**src/rtl/rje_pkg.sv**
```systemverilog
package rje_pkg;
  localparam int RIDX_W = 3;
  localparam int LBL_W  = 4;

  typedef enum logic [3:0] {
    OP_CONT  = 4'd0,
    OP_INC   = 4'd1,
    OP_DEC   = 4'd2,
    OP_CLR   = 4'd3,
    OP_MOV   = 4'd4,
    OP_JZ_UP = 4'd5,
    OP_JZ_DN = 4'd6,
    OP_J_UP  = 4'd7,
    OP_J_DN  = 4'd8
  } op_e;

  typedef struct packed {
    op_e               op;
    logic [RIDX_W-1:0] ra;
    logic [RIDX_W-1:0] rb;
    logic [LBL_W-1:0]  tgt;
    logic              lv;
    logic [LBL_W-1:0]  lbl;
  } instr_t;

  localparam int INSTR_W = $bits(instr_t);

  typedef enum logic [2:0] {
    ST_IDLE,
    ST_EXEC,
    ST_SEARCH,
    ST_DONE,
    ST_ERR
  } st_e;
endpackage

```
**src/rtl/rje_prog_store.sv**
```systemverilog
module rje_prog_store
  import rje_pkg::*;
#(
  parameter int DEPTH = 32,
  localparam int AW = $clog2(DEPTH)
) (
  input  logic          clk_i,
  input  logic          rst_ni,
  input  logic          we_i,
  input  logic [AW-1:0] waddr_i,
  input  instr_t        wdata_i,
  input  logic [AW-1:0] raddr_i,
  output instr_t        rdata_o,
  output logic          last_vld_o,
  output logic [AW-1:0] last_pos_o
);
  instr_t           mem_q [DEPTH];
  logic [DEPTH-1:0] cont_q;  // marks slots holding CONTINUE, captured at write

  always_ff @(posedge clk_i or negedge rst_ni) begin
    if (!rst_ni) begin
      for (int i = 0; i < DEPTH; i++) mem_q[i] <= '0;
      cont_q <= '0;
    end else if (we_i) begin
      mem_q[waddr_i]  <= wdata_i;
      cont_q[waddr_i] <= (wdata_i.op == OP_CONT);
    end
  end

  assign rdata_o = mem_q[raddr_i];

  always_comb begin
    last_vld_o = 1'b0;
    last_pos_o = '0;
    for (int i = 0; i < DEPTH; i++) begin
      if (cont_q[i]) begin
        last_vld_o = 1'b1;
        last_pos_o = AW'(i);
      end
    end
  end
endmodule

```
**src/rtl/rje_reg_file.sv**
```systemverilog
module rje_reg_file #(
  parameter int NUM_REGS = 8,
  parameter int REG_W    = 16,
  localparam int IW = $clog2(NUM_REGS)
) (
  input  logic             clk_i,
  input  logic             rst_ni,
  input  logic             pre_we_i,
  input  logic [IW-1:0]    pre_sel_i,
  input  logic [REG_W-1:0] pre_data_i,
  input  logic             clr_i,
  input  logic             wr_en_i,
  input  logic [IW-1:0]    wr_sel_i,
  input  logic [REG_W-1:0] wr_data_i,
  input  logic [IW-1:0]    ra_sel_i,
  output logic [REG_W-1:0] ra_o,
  input  logic [IW-1:0]    rb_sel_i,
  output logic [REG_W-1:0] rb_o,
  input  logic [IW-1:0]    rd_sel_i,
  output logic [REG_W-1:0] rd_o
);
  logic [REG_W-1:0]    regs_q [NUM_REGS];
  logic [NUM_REGS-1:0] inmask_q;

  for (genvar g = 0; g < NUM_REGS; g++) begin : g_reg
    always_ff @(posedge clk_i or negedge rst_ni) begin
      if (!rst_ni) begin
        regs_q[g]   <= '0;
        inmask_q[g] <= 1'b0;
      end else if (wr_en_i && wr_sel_i == IW'(g)) begin
        regs_q[g] <= wr_data_i;
      end else if (pre_we_i && pre_sel_i == IW'(g)) begin
        regs_q[g]   <= pre_data_i;
        inmask_q[g] <= 1'b1;
      end else if (clr_i && !inmask_q[g]) begin
        regs_q[g] <= '0;
      end
    end
  end

  assign ra_o = regs_q[ra_sel_i];
  assign rb_o = regs_q[rb_sel_i];
  assign rd_o = regs_q[rd_sel_i];
endmodule

```
**src/rtl/label_jump_exec.sv**
```systemverilog
module label_jump_exec
  import rje_pkg::*;
#(
  parameter int PROG_DEPTH = 32,
  parameter int REG_W      = 16,
  localparam int AW       = $clog2(PROG_DEPTH),
  localparam int NUM_REGS = 2 ** RIDX_W
) (
  input  logic               clk_i,
  input  logic               rst_ni,
  input  logic               prog_we_i,
  input  logic [AW-1:0]      prog_addr_i,
  input  logic [INSTR_W-1:0] prog_data_i,
  input  logic               in_we_i,
  input  logic [RIDX_W-1:0]  in_sel_i,
  input  logic [REG_W-1:0]   in_data_i,
  input  logic               start_i,
  input  logic [RIDX_W-1:0]  rd_sel_i,
  output logic [REG_W-1:0]   rd_data_o,
  output logic               busy_o,
  output logic               halted_o,
  output logic               error_o
);
  st_e              state_q, state_d;
  logic [AW-1:0]    pc_q, pc_d, ptr_q, ptr_d, last_pos, raddr;
  logic             up_q, up_d, last_vld;
  logic [LBL_W-1:0] tgt_q, tgt_d;
  instr_t           word;
  logic [REG_W-1:0] ra_val, rb_val, wr_data;
  logic             wr_en, run_start, jmp, dir_up;

  assign busy_o    = (state_q == ST_EXEC) || (state_q == ST_SEARCH);
  assign halted_o  = (state_q == ST_DONE);
  assign error_o   = (state_q == ST_ERR);
  assign run_start = start_i && !busy_o;
  assign raddr     = (state_q == ST_SEARCH) ? ptr_q : pc_q;

  rje_prog_store #(.DEPTH(PROG_DEPTH)) u_store (
    .clk_i      (clk_i),
    .rst_ni     (rst_ni),
    .we_i       (prog_we_i && !busy_o),
    .waddr_i    (prog_addr_i),
    .wdata_i    (instr_t'(prog_data_i)),
    .raddr_i    (raddr),
    .rdata_o    (word),
    .last_vld_o (last_vld),
    .last_pos_o (last_pos)
  );

  rje_reg_file #(.NUM_REGS(NUM_REGS), .REG_W(REG_W)) u_regs (
    .clk_i      (clk_i),
    .rst_ni     (rst_ni),
    .pre_we_i   (in_we_i && !busy_o),
    .pre_sel_i  (in_sel_i),
    .pre_data_i (in_data_i),
    .clr_i      (run_start),
    .wr_en_i    (wr_en),
    .wr_sel_i   (word.ra),
    .wr_data_i  (wr_data),
    .ra_sel_i   (word.ra),
    .ra_o       (ra_val),
    .rb_sel_i   (word.rb),
    .rb_o       (rb_val),
    .rd_sel_i   (rd_sel_i),
    .rd_o       (rd_data_o)
  );

  always_comb begin
    state_d = state_q;
    pc_d    = pc_q;
    ptr_d   = ptr_q;
    up_d    = up_q;
    tgt_d   = tgt_q;
    wr_en   = 1'b0;
    wr_data = '0;
    jmp     = 1'b0;
    dir_up  = 1'b0;
    case (state_q)
      ST_EXEC: begin
        case (word.op)
          OP_CONT: begin
            if (pc_q == last_pos) state_d = ST_DONE;
            else pc_d = pc_q + AW'(1);
          end
          OP_INC, OP_DEC, OP_CLR, OP_MOV: begin
            wr_en = 1'b1;
            pc_d  = pc_q + AW'(1);
            case (word.op)
              OP_INC:  wr_data = ra_val + REG_W'(1);
              OP_DEC:  wr_data = (ra_val == '0) ? '0 : ra_val - REG_W'(1);
              OP_MOV:  wr_data = rb_val;
              default: wr_data = '0;
            endcase
          end
          OP_JZ_UP, OP_JZ_DN, OP_J_UP, OP_J_DN: begin
            jmp    = (word.op == OP_J_UP) || (word.op == OP_J_DN) || (ra_val == '0);
            dir_up = (word.op == OP_JZ_UP) || (word.op == OP_J_UP);
            if (!jmp) begin
              pc_d = pc_q + AW'(1);
            end else begin
              tgt_d = word.tgt;
              up_d  = dir_up;
              if (dir_up ? (pc_q == '0) : (pc_q == last_pos)) begin
                state_d = ST_ERR;
              end else begin
                ptr_d   = dir_up ? pc_q - AW'(1) : pc_q + AW'(1);
                state_d = ST_SEARCH;
              end
            end
          end
          default: state_d = ST_ERR;
        endcase
      end
      ST_SEARCH: begin
        if (word.lv && word.lbl == tgt_q) begin
          pc_d    = ptr_q;
          state_d = ST_EXEC;
        end else if (up_q ? (ptr_q == '0) : (ptr_q == last_pos)) begin
          state_d = ST_ERR;
        end else begin
          ptr_d = up_q ? ptr_q - AW'(1) : ptr_q + AW'(1);
        end
      end
      default: begin
        if (start_i) begin
          pc_d    = '0;
          state_d = last_vld ? ST_EXEC : ST_ERR;
        end
      end
    endcase
  end

  always_ff @(posedge clk_i or negedge rst_ni) begin
    if (!rst_ni) begin
      state_q <= ST_IDLE;
      pc_q    <= '0;
      ptr_q   <= '0;
      up_q    <= 1'b0;
      tgt_q   <= '0;
    end else begin
      state_q <= state_d;
      pc_q    <= pc_d;
      ptr_q   <= ptr_d;
      up_q    <= up_d;
      tgt_q   <= tgt_d;
    end
  end
endmodule

```
**config.mk**
```make
export PLATFORM = sky130hd
export DESIGN_NAME = label_jump_exec
export DESIGN_NICKNAME = d
export VERILOG_FILES = /design/src/rtl/rje_pkg.sv /design/src/rtl/rje_prog_store.sv /design/src/rtl/rje_reg_file.sv /design/src/rtl/label_jump_exec.sv
export SDC_FILE = /design/constraint.sdc
export NUM_CORES = 2
export LEC_CHECK = 0
export BUFFER_PORTS_ARGS = -buffer_cell sky130_fd_sc_hd__buf_2
export CAP_MARGIN = 0
export CORE_AREA = 3 3 326 328
export CTS_BUF_LIST = sky130_fd_sc_hd__clkbuf_8
export DETAILED_ROUTE_END_ITERATION = 7
export DIE_AREA = 0 0 329 331
export PLACE_DENSITY = 0.53
export SLEW_MARGIN = 30
export SYNTH_ARGS = -nofsm -noshare
export SYNTH_HDL_FRONTEND = slang
export SYNTH_HIERARCHICAL = 1
export SYNTH_SLANG_ARGS = --single-unit
export TNS_END_PERCENT = 30
```
**constraint.sdc**
```tcl
create_clock -name clk_i -period 12.3 [get_ports clk_i]
set_input_delay 1.845 -clock clk_i [delete_from_list [all_inputs] [get_ports clk_i]]
set_output_delay 1.845 -clock clk_i [all_outputs]
set_load 0.01 [all_outputs]
```
==> out/results.ini <==
[setup_path]
crit_required_ns=13.04
startpoint_type=flop
worstPathMaxFanout=49
critPathBufInv=5
path_cells=nor3b_2, buf_4, nand2_1, o21ai_4, buf_4, buf_4, mux2i_1, a22oi_1, nand3_1, nand4_1, buf_4, buf_4, mux4_2, mux2_2, or4_1, nor4_4, o211a_1, a32o_2, a21boi_2, o2bb2a_1
crit_arrival_ns=8.42
cp_top_family=buffers and inverters
end_kind=flop
worstSetupPathType=reg -> reg
slowest_stage=buf_4
worst_path_largest_cell_delay_ns=0.73
crit_path_frequent_cell=buf_4

[floorplanning]
core_um2=103000
start_util_pct=40.0
top_level_ports=70
fp-row-count=118
die_h_um=331
dieArea_um2=109000
fp.dieW_um=329

[power]
ir_drop_mv=0.157
leakagePower_uw=0.0205
powerDensity_nw_per_um2=273

[run]
cap_violations=0

[global_route]
track_usage_pct=23.8
grt_pass1_wl_um=194000
grt_pass1_vias=30501
met2_usage_pct=38.4
grt-busiest-layer=met2
antenna_found_initial=7
grt-ovfl-total=0
grt_max_degree=188
use_met3_pct=4.37
use_met1_pct=32.2

[cells_and_area]
regArea_um2=19900
layout-drive-gt1-share_pct=37.2
multi_input_area_um2=19800
nNetsFinal=3357
fin_cells=4787
area_delta_synth_final_pct=10.2
nFillCells=9426

[sta]
rsz0062_at_grt=no
slew_headroom_pct=31.9
worstMarginPinSlew_ns=1.02
maxSlewViolCount=0
max_freq_ghz=0.130
report.final.hold_viol_count=0
tns_ns=0
layout_min_cycle_time_ns=7.68
clock-skew-final_ns=0.0563
fin_crit_sh_pct=62.5
finalSetupViolCount=0

[clocking]
htreeDepth=4
clock_path_buffers=3
post_cts_buffers=0
clkSlewWorstSetupHoldPaths_ns=0.06
postCtsResizedCells=0
cts-root-buf=clkbuf_8
insertion_delay_ns=0.83
cts.sinks=794
tritoncts=built
cts_hold_buffers=0
numCtsBuffers=146

[synthesis]
avgSynthCellArea_um2=12.4
ys_seq_area_share_pct=48.0
ys_warn_count=6
syn-cell-area_um2=41400
synth_cells=3339
yosys.area.top_type=dfrtp_1
ys_ff_latch=794
synthesis.nets=3398
synthDistinctLibCells=76
netlist.area_leader.share_pct=48.0
synth_area_leaders=dfrtp_1 (48%), mux2_2 (18%), mux4_2 (9.4%), mux2i_1 (3.8%), nand3_1 (2.2%)
synth_edf_count=0
synthFlopType=dfrtp_1
ys_async_sr_fraction_pct=100

[detailed_routing]
dr_total_vias=28814
finalWirelength_um=130000
postRouteAntennaNets=0
wl_per_cell_um=27.1
drt-initial-drc-count=2790
avgViaCountPerCell=6.02
drc_errors=0
firstDrtPassIters=6

[place]
post-dp-hpwl_um=78900
place.port_buffers=69
dpl.cell_count=4527
place_congestion=0.873

[run_status]
outcome=completed

[min_path]
min_path_type=reg -> reg

-- state kept, by name, indices dropped and copies added, names as in the netlist --
name,cells
pc_q,5
ptr_q,5
state_q,3
tgt_q,4
u_regs/inmask_q,8
u_regs/regs_q,128
u_store/cont_q,32
u_store/mem_q,608
up_q,1
-- routing by layer --
| metal | routed length [µm] | share of wire (%) | vias to the layer above |
|---|---|---|---|
| met5 | 0 | 0 | - |
| met4 | 4080 | 3.1 | 0 |
| met3 | 8680 | 6.7 | 281 |
| met2 | 61100 | 47 | 1204 |
| met1 | 55700 | 43 | 15163 |
| li1 | - | - | 12166 |
-- power breakdown --
| part | switching [µW] | internal [µW] | total [µW] |
|---|---|---|---|
| Sequential | 564 | 3510 | 4070 |
| Clock | 1140 | 1440 | 2580 |
| Combinational | 3150 | 2640 | 5790 |
-- path summary, 6_finish.rpt --
check / startpoint / end / slack [ns] / depth (start not counted)
setup / recovery: state_q[2]$_DFFE_PN0P_ / ptr_q[4]$_DFFE_PN0P_ / 4.62 / 20
hold / removal: u_regs/inmask_q[0]$_DFFE_PN0P_ / u_regs/inmask_q[0]$_DFFE_PN0P_ / 0.45 / 1
setup reg to reg: state_q[2]$_DFFE_PN0P_ / ptr_q[4]$_DFFE_PN0P_ / 4.62 / 20
hold reg to reg: u_regs/inmask_q[0]$_DFFE_PN0P_ / u_regs/inmask_q[0]$_DFFE_PN0P_ / 0.45 / 1
max in group asynchronous: rst_ni / u_regs/inmask_q[3]$_DFFE_PN0P_ / 8.93 / 4
min in group asynchronous: rst_ni / u_store/mem_q[446]$_DFFE_PN0P_ / 1.12 / 1
-- Yosys cell counts, types with 4 or more instances --
cell type,count
xnor2_1,22
a21oi_1,68
nand2b_1,12
a22oi_1,86
nor3_1,14
inv_1,18
clkbuf_2,8
ha_1,7
clkbuf_1,132
buf_4,36
buf_2,125
nor2b_1,38
nor3b_2,5
and3b_1,5
nand3b_1,8
o21ai_0,38
a222oi_1,4
a21o_1,10
nand4bb_1,7
xor2_1,27
nand2_1,207
nand4_1,28
dfrtp_1,794
nor2_1,188
and3_1,9
buf_1,20
nor4_1,13
a31oi_1,129
o211ai_1,4
mux2_2,663
buf_6,23
mux2i_1,155
mux2_1,13
nand4b_1,6
nand3_1,178
mux4_2,172
-- per-stage QoR --
stage / instance area, µm² / hold slack (ns) / util (%) / worst slack [ns] / total power, µW
2_1_floorplan: 41400 / 0.419 / - / 6.43 / 8310
3_3_place_gp: 42500 / 0.429 / 41.0 / 4.42 / 9640
3_5_place_dp: 42500 / 0.435 / 41.1 / 4.45 / 9840
4_1_cts: 45500 / 0.448 / 44.0 / 4.39 / 12500
5_1_grt: 45600 / 0.464 / 44.1 / 4.18 / 13100
6_report: 45600 / 0.446 / 44.1 / 4.62 / 12400
-- cell families (layout without fill, tap and decap cells) --
kind of cell    Yosys count  in the layout  share of synthesized area, %
mux                    1003           1003                          31.5
xor+xnor                 49             49                          1.04
simple gates            756            756                          8.97
compound gates          365            365                          5.70
fa+ha+maj                 8              8                         0.260
buf+inv                 364            426                          4.49
flops                   794            794                          48.0
other cells               0              6                             0
-- layout make-up --
class	instances	share of cell area (%)
Clock inverter	62	0.895
Tap cell	1380	3.79
Clock buffer	189	5.70
Sequential cell	794	43.6
Inverter	18	0.148
Antenna cell	6	0.0329
Timing Repair Buffer	157	2.42
Multi-Input combinational cell	2181	43.4
-- cells in the final DEF (no fill, tap or decap), drive strengths merged, types with 5 or more instances in the layout --
master	instances
buf	157
nand3b	8
a21oi	68
mux2	676
ha	7
mux4	172
a22oi	86
nor2b	38
and3	9
mux2i	155
nand2	207
clkinv	8
xnor2	22
nor2	189
o21ai	38
nand4b	6
dfrtp	794
and3b	5
inv	66
nand4bb	7
nor3	14
diode	6
nand2b	12
a31oi	129
clkbuf	189
xor2	27
nor4	14
nand4	28
a21o	10
nand3	178
nor3b	8
No activity file was read; power rests on OpenSTA's default activity.
